==> config.mk <==
export PLATFORM = sky130hd
export DESIGN_NAME = frac_baud_gen
export DESIGN_NICKNAME = d
export VERILOG_FILES = /design/src/rtl/bgen_pkg.sv /design/src/rtl/bgen_regs.sv /design/src/rtl/bgen_tick.sv /design/src/rtl/bgen_bitdiv.sv /design/src/rtl/frac_baud_gen.sv
export SDC_FILE = /design/constraint.sdc
export NUM_CORES = 1
export LEC_CHECK = 0
export ABC_AREA = 1
export BUFFER_PORTS_ARGS = -buffer_cell sky130_fd_sc_hd__buf_4
export CELL_PAD_IN_SITES_DETAIL_PLACEMENT = 0
export CELL_PAD_IN_SITES_GLOBAL_PLACEMENT = 2
export CORE_UTILIZATION = 37
export CTS_CLUSTER_SIZE = 25
export DETAILED_ROUTE_END_ITERATION = 8
export PLACE_DENSITY_LB_ADDON = 0.2
export SLEW_MARGIN = 20
export SYNTH_ARGS = -nofsm -noshare
export SYNTH_HDL_FRONTEND = slang
export SYNTH_SLANG_ARGS = --single-unit
==> constraint.sdc <==
create_clock -name clk -period 4.7 [get_ports clk]
set_clock_uncertainty 0.2 [all_clocks]
set_input_delay 0.235 -clock clk [delete_from_list [all_inputs] [get_ports clk]]
set_output_delay 0.235 -clock clk [all_outputs]
set_load 0.05 [all_outputs]
==> src/rtl/bgen_pkg.sv <==
package bgen_pkg;
    localparam int BYTE_W = 8;
    localparam int ADDR_W = 2;

    localparam logic [ADDR_W-1:0] A_DIV_LO = 2'd0;
    localparam logic [ADDR_W-1:0] A_DIV_HI = 2'd1;
    localparam logic [ADDR_W-1:0] A_FRAC   = 2'd2;
    localparam logic [ADDR_W-1:0] A_GATE   = 2'd3;

    localparam int GATE_BIT = 4;
    localparam int OSR_LSB  = 4;

    typedef enum logic [1:0] {
        OSR_X16 = 2'b00,
        OSR_X8  = 2'b01,
        OSR_X4  = 2'b10,
        OSR_RSV = 2'b11
    } osr_e;
endpackage

==> src/rtl/bgen_regs.sv <==
module bgen_regs
    import bgen_pkg::*;
#(
    parameter int DIV_W  = 16,
    parameter int FRAC_W = 4
) (
    input  logic              clk,
    input  logic              rst_n,
    input  logic              wr_en_i,
    input  logic [ADDR_W-1:0] wr_addr_i,
    input  logic [BYTE_W-1:0] wr_data_i,
    input  logic [ADDR_W-1:0] rd_addr_i,
    output logic [BYTE_W-1:0] rd_data_o,
    output logic [DIV_W-1:0]  div_o,
    output logic [FRAC_W-1:0] frac_o,
    output osr_e              osr_o,
    output logic              reload_o
);
    localparam int HI_W = DIV_W - BYTE_W;

    typedef struct packed {
        logic [DIV_W-1:0]  div;
        logic [FRAC_W-1:0] frac;
        osr_e              osr;
        logic              gate;
    } regs_t;

    regs_t cur_q, cur_d;
    logic  reload_d;

    always_comb begin
        cur_d    = cur_q;
        reload_d = 1'b0;
        if (wr_en_i) begin
            unique case (wr_addr_i)
                A_DIV_LO: begin
                    cur_d.div[BYTE_W-1:0] = wr_data_i;
                    reload_d              = 1'b1;
                end
                A_DIV_HI: begin
                    cur_d.div[DIV_W-1:BYTE_W] = wr_data_i[HI_W-1:0];
                    reload_d                  = 1'b1;
                end
                A_FRAC: begin
                    if (cur_q.gate) begin
                        cur_d.frac = wr_data_i[FRAC_W-1:0];
                        cur_d.osr  = osr_e'(wr_data_i[OSR_LSB+1:OSR_LSB]);
                        reload_d   = 1'b1;
                    end
                end
                default: begin
                    cur_d.gate = wr_data_i[GATE_BIT];
                end
            endcase
        end
    end

    always_ff @(posedge clk or negedge rst_n) begin
        if (!rst_n) begin
            cur_q <= '{div: '0, frac: '0, osr: OSR_X16, gate: 1'b0};
        end else begin
            cur_q <= cur_d;
        end
    end

    always_comb begin
        rd_data_o = '0;
        unique case (rd_addr_i)
            A_DIV_LO: rd_data_o = cur_q.div[BYTE_W-1:0];
            A_DIV_HI: rd_data_o[HI_W-1:0] = cur_q.div[DIV_W-1:BYTE_W];
            A_FRAC: begin
                rd_data_o[FRAC_W-1:0]          = cur_q.frac;
                rd_data_o[OSR_LSB+1:OSR_LSB]   = cur_q.osr;
            end
            default: rd_data_o[GATE_BIT] = cur_q.gate;
        endcase
    end

    assign div_o    = cur_q.div;
    assign frac_o   = cur_q.frac;
    assign osr_o    = cur_q.osr;
    assign reload_o = reload_d;

    AST_GATED_FRAC_HELD: assert property (@(posedge clk) disable iff (!rst_n)
        (wr_en_i && wr_addr_i == A_FRAC && !cur_q.gate)
        |=> ($stable(cur_q.frac) && $stable(cur_q.osr)))
        else $error("gated fraction write took effect");
endmodule

==> src/rtl/bgen_tick.sv <==
module bgen_tick #(
    parameter int DIV_W  = 16,
    parameter int FRAC_W = 4
) (
    input  logic              clk,
    input  logic              rst_n,
    input  logic [DIV_W-1:0]  div_i,
    input  logic [FRAC_W-1:0] frac_i,
    input  logic              reload_i,
    output logic              tick_o
);
    localparam int CNT_W = DIV_W + 1;

    typedef struct packed {
        logic [CNT_W-1:0]  cnt;
        logic [FRAC_W-1:0] acc;
    } tick_t;

    tick_t st_q, st_d;
    logic [FRAC_W-1:0] acc_sum;
    logic              stretch;
    logic [CNT_W-1:0]  period;
    logic              running;

    always_comb begin
        {stretch, acc_sum} = {1'b0, st_q.acc} + {1'b0, frac_i};
        period  = {1'b0, div_i} + {{DIV_W{1'b0}}, stretch};
        running = (div_i != '0);
        tick_o  = running && (st_q.cnt == period - 1'b1);

        st_d = st_q;
        if (reload_i || !running) begin
            st_d.cnt = '0;
            st_d.acc = '0;
        end else if (tick_o) begin
            st_d.cnt = '0;
            st_d.acc = acc_sum;
        end else begin
            st_d.cnt = st_q.cnt + 1'b1;
        end
    end

    always_ff @(posedge clk or negedge rst_n) begin
        if (!rst_n) begin
            st_q <= '0;
        end else begin
            st_q <= st_d;
        end
    end

    AST_CNT_IN_RANGE: assert property (@(posedge clk) disable iff (!rst_n)
        st_q.cnt <= {1'b0, div_i})
        else $error("period counter past divisor");

    AST_RELOAD_RESTARTS: assert property (@(posedge clk) disable iff (!rst_n)
        reload_i |=> (st_q.cnt == '0 && st_q.acc == '0))
        else $error("reload did not restart period");
endmodule

==> src/rtl/bgen_bitdiv.sv <==
module bgen_bitdiv
    import bgen_pkg::*;
#(
    parameter int MAX_OSR = 16
) (
    input  logic clk,
    input  logic rst_n,
    input  logic tick_i,
    input  osr_e osr_i,
    input  logic reload_i,
    output logic strobe_o
);
    localparam int BC_W = $clog2(MAX_OSR);

    typedef struct packed {
        logic [BC_W-1:0] bcnt;
    } bit_t;

    bit_t            st_q, st_d;
    logic [BC_W-1:0] last;

    always_comb begin
        unique case (osr_i)
            OSR_X8:  last = BC_W'(MAX_OSR / 2 - 1);
            OSR_X4:  last = BC_W'(MAX_OSR / 4 - 1);
            default: last = BC_W'(MAX_OSR - 1);
        endcase

        strobe_o = tick_i && (st_q.bcnt == last);

        st_d = st_q;
        if (reload_i) begin
            st_d.bcnt = '0;
        end else if (tick_i) begin
            st_d.bcnt = strobe_o ? '0 : st_q.bcnt + 1'b1;
        end
    end

    always_ff @(posedge clk or negedge rst_n) begin
        if (!rst_n) begin
            st_q <= '0;
        end else begin
            st_q <= st_d;
        end
    end

    AST_STROBE_WITH_TICK: assert property (@(posedge clk) disable iff (!rst_n)
        strobe_o |-> tick_i)
        else $error("strobe outside a tick");

    AST_BCNT_BOUND: assert property (@(posedge clk) disable iff (!rst_n)
        st_q.bcnt <= last)
        else $error("tick count past ratio");
endmodule

==> src/rtl/frac_baud_gen.sv <==
module frac_baud_gen
    import bgen_pkg::*;
#(
    parameter int DIV_W   = 16,
    parameter int FRAC_W  = 4,
    parameter int MAX_OSR = 16
) (
    input  logic       clk,
    input  logic       rst_n,
    input  logic       wr_en,
    input  logic [1:0] wr_addr,
    input  logic [7:0] wr_data,
    input  logic [1:0] rd_addr,
    output logic [7:0] rd_data,
    output logic       os_tick,
    output logic       bit_strobe
);
    logic [DIV_W-1:0]  div_w;
    logic [FRAC_W-1:0] frac_w;
    osr_e              osr_w;
    logic              reload_w;

    bgen_regs #(.DIV_W(DIV_W), .FRAC_W(FRAC_W)) u_regs (
        .clk       (clk),
        .rst_n     (rst_n),
        .wr_en_i   (wr_en),
        .wr_addr_i (wr_addr),
        .wr_data_i (wr_data),
        .rd_addr_i (rd_addr),
        .rd_data_o (rd_data),
        .div_o     (div_w),
        .frac_o    (frac_w),
        .osr_o     (osr_w),
        .reload_o  (reload_w)
    );

    bgen_tick #(.DIV_W(DIV_W), .FRAC_W(FRAC_W)) u_tick (
        .clk      (clk),
        .rst_n    (rst_n),
        .div_i    (div_w),
        .frac_i   (frac_w),
        .reload_i (reload_w),
        .tick_o   (os_tick)
    );

    bgen_bitdiv #(.MAX_OSR(MAX_OSR)) u_bitdiv (
        .clk      (clk),
        .rst_n    (rst_n),
        .tick_i   (os_tick),
        .osr_i    (osr_w),
        .reload_i (reload_w),
        .strobe_o (bit_strobe)
    );

    AST_ZERO_DIV_SILENT: assert property (@(posedge clk) disable iff (!rst_n)
        (div_w == '0) |-> (!os_tick && !bit_strobe))
        else $error("output with zero divisor");
endmodule

==> flow_summary.toml, run 1 <==
[run_status]
status = "finished, final reports clean"

[hold_path]
min_path_cells = 3
hold_start = "wr_data[6]"
hold_path_end = "u_regs.div_o[6]$_DFFE_PN0P_"
worstHoldPathType = "input port to flop"

[timing]
max_freq_mhz = 265
final_hold_viol_count = 0
drv_slew = 0
fin_crit_ps = 3770
setup_violations = 0
final.setup.tns_ps = 0
finalCritPeriodShare_pct = 80.3
rsz0062_at_grt = "no"
max_slew_margin_pct = 57.6
max_slew.worst_pin.slew_ps = 636

[clock_network]
ctsHoldBuffers = 2
htree_levels = 2
cts.sinks = 48
post_cts_buffers = 0
cts_buffers = 5
cts_tree = "yes"
clkTransAtPathRegs_ps = 100
insertion_delay_ps = 310
cts_resized = 0
clk_path_buf_depth = 2
cts_root_buf = "clkbuf_8"

[cells_and_area]
seq_area_um2 = 1200
syn2layout_area_growth_pct = 12.0
drive_above_1_share_pct = 11.9
layout_common_cells = "149 x nand2_1, 70 x inv_1, 59 x nor2_1"
final_area_um2 = 3780
num_antenna_cells = 0
layout_commonest_cell = "nand2_1"
fin_nets = 545
multi_input_area_um2 = 1870
fillCellCount = 950

[power]
combPwrFrac_pct = 38.2
p_leak_nw = 1.97
vdd_ir_drop_max_uv = 202
p_per_area_nw_per_um2 = 360
p_int_uw = 784
swShare_pct = 42.3
p_sw_uw = 574
clockPowerShare_pct = 20.1
p_seq_share_pct = 41.6

[die]
start_util_pct = 38.5
dieWidth_um = 97.5
die_area_um2 = 9500
die_h_um = 97.5
rows = 34
coreArea_um2 = 8760
ios = 25

[setup_path]
r2r_slack_ps = 1410
rr_startpoint = "u_regs.frac_o[0]$_DFFE_PN0P_"
end_kind = "primary output"
critical_path.top_delay_family = "adder cells"
ff2ff_path_depth = 17
crit_required_ps = 4260
critical_path_class = "flop to primary output"
crit_top_cell = "nor2_1"
slowest_delay_ps = 390
worst-path-max-fanout = 4
r2r-end = "u_tick.st_q[2]$_DFFE_PN0P_"
worst_setup_path_start_kind = "flop"
critPathArrivalTime_ps = 3340
slowest_stage = "dfrtp_1"
cp_cell_sequence = "ha_1 > inv_1 > fa_1 > o21ai_0 > a21oi_1 > ha_1 > ha_1 > inv_1 > nand2_1 > nand2_1 > nor2_1 > nand3_1 > nor2_1 > nand3_1 > nor2_1 > nand2_1 > nor2_1 > buf_4"
cp.buffers_inverters = 3

[synthesis]
yosysTopAreaCell = "dfrtp_1"
synth_cell_type_count = 31
synth_top_area_share_pct = 35.6
ys_ff_latch = 48
ys_warn_count = 0
syn_inst = 491
synth.cell_area_um2 = 3370
syn-mean-instance-area_um2 = 6.87
netlist_top_cells_area = "dfrtp_1 36%, nand2_1 17%, inv_1 7.8%"
synth_seq_area_share_pct = 35.6
syn-num-nets = 517

[route]
routedWlPerCell_um = 14.0
vias = 2985
routed_via_density = 4.75
routed_wirelength_um = 8810
drtPass1Iterations = 4
drt_iter0_drc = 113
drc = 0
ant_nets = 0

[global_routing]
grt_pass1_wl_um = 15300
grt_pass1_vias = 2946
grtUsageTotal_pct = 20.4
antenna_found_initial = 0
grt_start_max_net_pins = 49
grt_overflow = 0

[place]
port_buffers = 24
dpl_cell_area_um2 = 3660
hpwl_um = 7070
globalplace.congestion = 0.805

[flow_run]
drv_cap = 0
[cells in the mapped netlist]
library cell  number
nand2_1          149
inv_1             70
nor2_1            59
dfrtp_1           48
o21ai_0           33
nand3_1           30
xor2_1            19
nor2_2            17
ha_1              10
nand4_1           10
xnor2_1            6
a21oi_1            5
nand2_2            5
clkbuf_1           4
nor3_1             4
nand3b_1           3
nor2_4             3
o211ai_1           2
o221ai_1           2
and2_1             1
buf_8              1
clkbuf_2           1
clkinv_1           1
fa_1               1
nand2_4            1
nand3_2            1
nand3_4            1
o2111ai_1          1
o21a_1             1
o21bai_1           1
or2_2              1
[worst max path at each step]
stage            endpoint                          from  depth (start not counted)
6_report       bit_strobe  u_regs.frac_o[0]$_DFFE_PN0P_                         18
5_1_grt        bit_strobe  u_regs.frac_o[0]$_DFFE_PN0P_                         18
4_1_cts        bit_strobe  u_regs.frac_o[0]$_DFFE_PN0P_                         18
3_5_place_dp   bit_strobe  u_regs.frac_o[0]$_DFFE_PN0P_                         18
3_3_place_gp   bit_strobe    u_tick.st_q[0]$_DFFE_PN0P_                         18
2_1_floorplan  bit_strobe  u_regs.frac_o[0]$_DFFE_PN0P_                         17
[final cells by class]
type / instances / area share, %
clock inverter: 2 / 0.364
clock buffer: 6 / 2.19
sequential: 48 / 31.8
inverter: 71 / 7.06
tap: 108 / 3.58
timing repair buffer: 27 / 5.50
multi-input combinational: 366 / 49.5
[sequential cells by signal, summed over array words and instances, names as in the netlist]
signal	cells
u_bitdiv.st_q	4
u_regs.cur_q	1
u_regs.div_o	16
u_regs.frac_o	4
u_regs.osr_o	2
u_tick.st_q	21
[metrics by stage]
step,setup WS [ps],hold WS [ps],instances,total power [mW],util [%]
2_1_floorplan,1230,-261,491,0.938,-
5_1_grt,623,43.7,628,1.48,43.1
4_1_cts,908,5.98,628,1.37,43.1
3_5_place_dp,1270,103,618,1.09,41.8
6_report,925,9.04,628,1.36,43.1
3_3_place_gp,1360,97.9,618,1.10,41.8
[tightest hold or removal path, cell delays in order]
cell,delay [ps]
buf_4,100
inv_1,50
o21ai_0,70
[layer usage]
| layer | wire, um | up-vias | part of all wire (%) | GRT usage (%) |
|---|---|---|---|---|
| li1 | - | 1588 | - | - |
| met1 | 4680 | 1362 | 53 | 30.2 |
| met2 | 3910 | 33 | 44 | 31.8 |
| met3 | 192 | 2 | 2.2 | 2.66 |
| met4 | 36 | 0 | 0.41 | 4.07 |
| met5 | 0 | - | 0 | 0 |
[power by group through the flow]
stage                     clock network, mW  registers, mW  logic [mW]
after floorplan                           0          0.537       0.401
after global placement                    0          0.573       0.524
after detailed placement                  0          0.572       0.521
after CTS                             0.281          0.564       0.525
after global routing                  0.298          0.576       0.606
final                                 0.273          0.565       0.519
[cell families (layout without fill, tap and decap cells)]
group	after synthesis	count (layout)	share of synthesized area, %
adder cells (fa/ha/maj)	11	11	4.30
flip-flops	48	48	35.6
XOR/XNOR	25	25	6.49
AO/OA/AOI/OAI	45	45	7.31
AND/OR/NAND/NOR	285	285	37.3
buffers and inverters	77	106	8.94
Note: power is estimated with default switching activity, not from simulation.
==> run 2: changes to the inputs <==
--- a/config.mk
+++ b/config.mk
@@ -5,11 +5,11 @@
 export SDC_FILE = /design/constraint.sdc
 export NUM_CORES = 1
 export LEC_CHECK = 0
-export ABC_AREA = 1
+export ABC_AREA = 0
 export BUFFER_PORTS_ARGS = -buffer_cell sky130_fd_sc_hd__buf_4
 export CELL_PAD_IN_SITES_DETAIL_PLACEMENT = 0
 export CELL_PAD_IN_SITES_GLOBAL_PLACEMENT = 2
-export CORE_UTILIZATION = 37
+export CORE_UTILIZATION = 39
 export CTS_CLUSTER_SIZE = 25
 export DETAILED_ROUTE_END_ITERATION = 8
 export PLACE_DENSITY_LB_ADDON = 0.2
==> constraint.sdc (replaced) <==
create_clock -name clk -period 3.5 [get_ports clk]
set_clock_uncertainty 0.2 [all_clocks]
set_input_delay 0.175 -clock clk [delete_from_list [all_inputs] [get_ports clk]]
set_output_delay 0.175 -clock clk [all_outputs]
set_load 0.05 [all_outputs]
==> run 2 against run 1 <==
  * Core utilization up 8.6 points
  * Total power up 36%
  * The flow now finishes with violations (setup timing)
  * Cell area grew 6.4%
  * Area after synthesis decreased by 6.6%
  * Wire length fell by 5.0%
==> flow_summary.toml, run 2 <==
[run_status]
status = "finished, violations left"
violations = "setup timing"

[place]
hpwl_um = 6100
port_buffers = 24
globalplace.congestion = 0.875
dp.cells = 444

[synthesis]
syn-mean-instance-area_um2 = 10.2
synthTopCellsByCount = "48 x dfrtp_1, 22 x mux2_2, 22 x xnor2_1"
yosysMostFrequentCell = "dfrtp_1"
synth_edf_count = 0
synth_async_sr_flop_share_pct = 100
syn_inst = 308
ys_warn_count = 0
netlist_top_cells_area = "dfrtp_1 38%, mux2_2 7.9%, xnor2_1 6.1%"
syn-num-nets = 334
ys_ff_latch = 48
synth_seq_area_share_pct = 38.1
synth.cell_area_um2 = 3150
yosysTopAreaCell = "dfrtp_1"
synth_top_area_share_pct = 38.1
synth_cell_type_count = 54
synth-main-ff-cell = "dfrtp_1"

[route]
routed_via_density = 5.56
ant_nets = 0
drt_iter0_drc = 144
vias = 2621
drc = 0
routedWlPerCell_um = 17.8
routed_wirelength_um = 8370
drtPass1Iterations = 4

[setup_path]
crit_end = "os_tick"
critical_path_class = "flop to primary output"
worst-path-max-fanout = 5
end_kind = "primary output"
ff2ff_path_depth = 17
rr_startpoint = "u_regs.frac_o[0]$_DFFE_PN0P_"
critPathLaunch = "u_regs.frac_o[0]$_DFFE_PN0P_"
crit_required_ps = 3120
r2r-end = "u_tick.st_q[12]$_DFF_PN0_"
critPathArrivalTime_ps = 3380
r2r_slack_ps = -70
worst_setup_path_start_kind = "flop"

[die]
dieWidth_um = 91.9
die_h_um = 91.9
start_util_pct = 40.6
die_area_um2 = 8440
coreArea_um2 = 7770
rows = 32
ios = 25

[cells_and_area]
layout_commonest_cell = "dfrtp_1"
drive_above_1_share_pct = 32.8
final_cells = 471
top_register = "u_tick.st_q"
num_antenna_cells = 0
fillCellCount = 736
largest_register_ffs = 21
syn2layout_area_growth_pct = 27.5
layout_common_cells = "48 x dfrtp_1, 45 x buf_4, 21 x mux2_2"
fin_nets = 394

[timing]
final_hold_viol_count = 0
max_freq_mhz = 266
max_slew.worst_pin.slew_ps = 844
setup_violations = 26
rsz0062_at_grt = "yes"
max_slew_margin_pct = 43.3
final.setup.tns_ps = -1730
fin_crit_ps = 3760
drv_slew = 0
finalCritPeriodShare_pct = 107
whs_ps = 27.6
setup_slack_ps = -259

[global_routing]
grt_pass1_wl_um = 13800
antenna_found_initial = 0
grtUsageTotal_pct = 21.4
grt_overflow = 0
grt_pass1_vias = 2620
grt_start_max_net_pins = 49

[hold_path]
worstHoldPathType = "input port to flop"

[power]
p_leak_nw = 1.75
p_per_area_nw_per_um2 = 459
vdd_ir_drop_max_uv = 278

[clock_network]
cts.sinks = 48
clk_path_buf_depth = 2
cts_tree = "yes"
insertion_delay_ps = 310
cts_root_buf = "clkbuf_8"
htree_levels = 2
clkTransAtPathRegs_ps = 100
cts_buffers = 5

[flow_run]
drv_cap = 0
==> run 2: layout make-up <==
type | count | area, um^2 | share of cell area (%)
multi-input combinational | 244 | 2020 | 50.3
tap | 102 | 128 | 3.18
clock inverter | 2 | 38.8 | 0.966
sequential | 48 | 1200 | 29.9
inverter | 8 | 30.0 | 0.748
timing repair buffer | 61 | 514 | 12.8
clock buffer | 6 | 82.6 | 2.06
==> run 2: timing repair <==
item                                    in CTS  in global routing
hold endpoints to repair                    71                  0
gates resized for setup                     24                  5
buffers inserted                             8                  5
cloned                                       0                  0
pin swaps                                   17                  3
hold buffers                                 9                  0
endpoints found under the setup margin      27                 27
==> run 2: through the flow <==
step           total power [mW]  instance area (um^2)  worst slack, ps  utilization (%)
2_1_floorplan              1.15                  3210             5.26                -
3_3_place_gp               1.34                  3600            -84.1             46.3
3_5_place_dp               1.34                  3600            -49.4             46.3
4_1_cts                    1.83                  3970             -203             51.1
5_1_grt                    1.94                  4020             -402             51.7
6_report                   1.84                  4020             -259             51.7
==> run 2: cell families (layout without fill, tap and decap cells) <==
| group | after synthesis | count (layout) | share of synthesized area, % |
|---|---|---|---|
| compound gates | 37 | 37 | 7.90 |
| xor+xnor | 39 | 39 | 10.8 |
| fa+ha+maj | 11 | 11 | 4.61 |
| buf+inv | 16 | 77 | 2.66 |
| flops | 48 | 48 | 38.1 |
| mux | 32 | 32 | 11.4 |
| simple gates | 125 | 125 | 24.4 |
==> run 2: worst min-delay path by stage <==
stage / from / endpoint / slack (ps) / cells past startpoint
floorplan: rst_n / u_bitdiv.st_q[0]$_DFFE_PN0P_ / -320 / 0
global placement: rst_n / u_tick.st_q[20]$_DFF_PN0_ / 50 / 1
detailed placement: rst_n / u_bitdiv.st_q[3]$_DFFE_PN0P_ / 50 / 1
CTS: wr_addr[0] / u_regs.cur_q[0]$_DFFE_PN0P_ / 20 / 3
global route: wr_addr[0] / u_regs.cur_q[0]$_DFFE_PN0P_ / 40 / 3
finish: wr_addr[0] / u_regs.cur_q[0]$_DFFE_PN0P_ / 30 / 3
==> run 2: worst max-delay path, stage by stage, from the launching register on <==
cell and delay (ps):
dfrtp_1 370, ha_2 190, inv_2 40, fa_2 340, inv_2 50, a21o_1 110, a21oi_2 60, ha_4 180
ha_4 160, nor2b_1 110, or3_1 340, a32oi_2 270, o211ai_1 180, nor4_4 340, buf_4 190, buf_8 140
==> run 2: per-layer routing <==
layer  part of all wire (%)  wire length [um]  GRT usage, %  vias to the layer above
met4                    1.6               135          6.90                        0
li1                       -                 -             -                     1259
met1                     48              4030          29.4                     1298
met3                    4.8               401          4.15                       10
met5                      0                 0             0                        -
met2                     45              3800          33.8                       54
==> run 2: report_power, final <==
group,total (mW),leakage [nW],switching [mW],internal (mW)
Combinational,0.644,1.07,0.333,0.311
Sequential,0.757,0.619,0.127,0.630
Clock,0.442,0.0614,0.208,0.234
Total,1.84,1.75,0.668,1.18
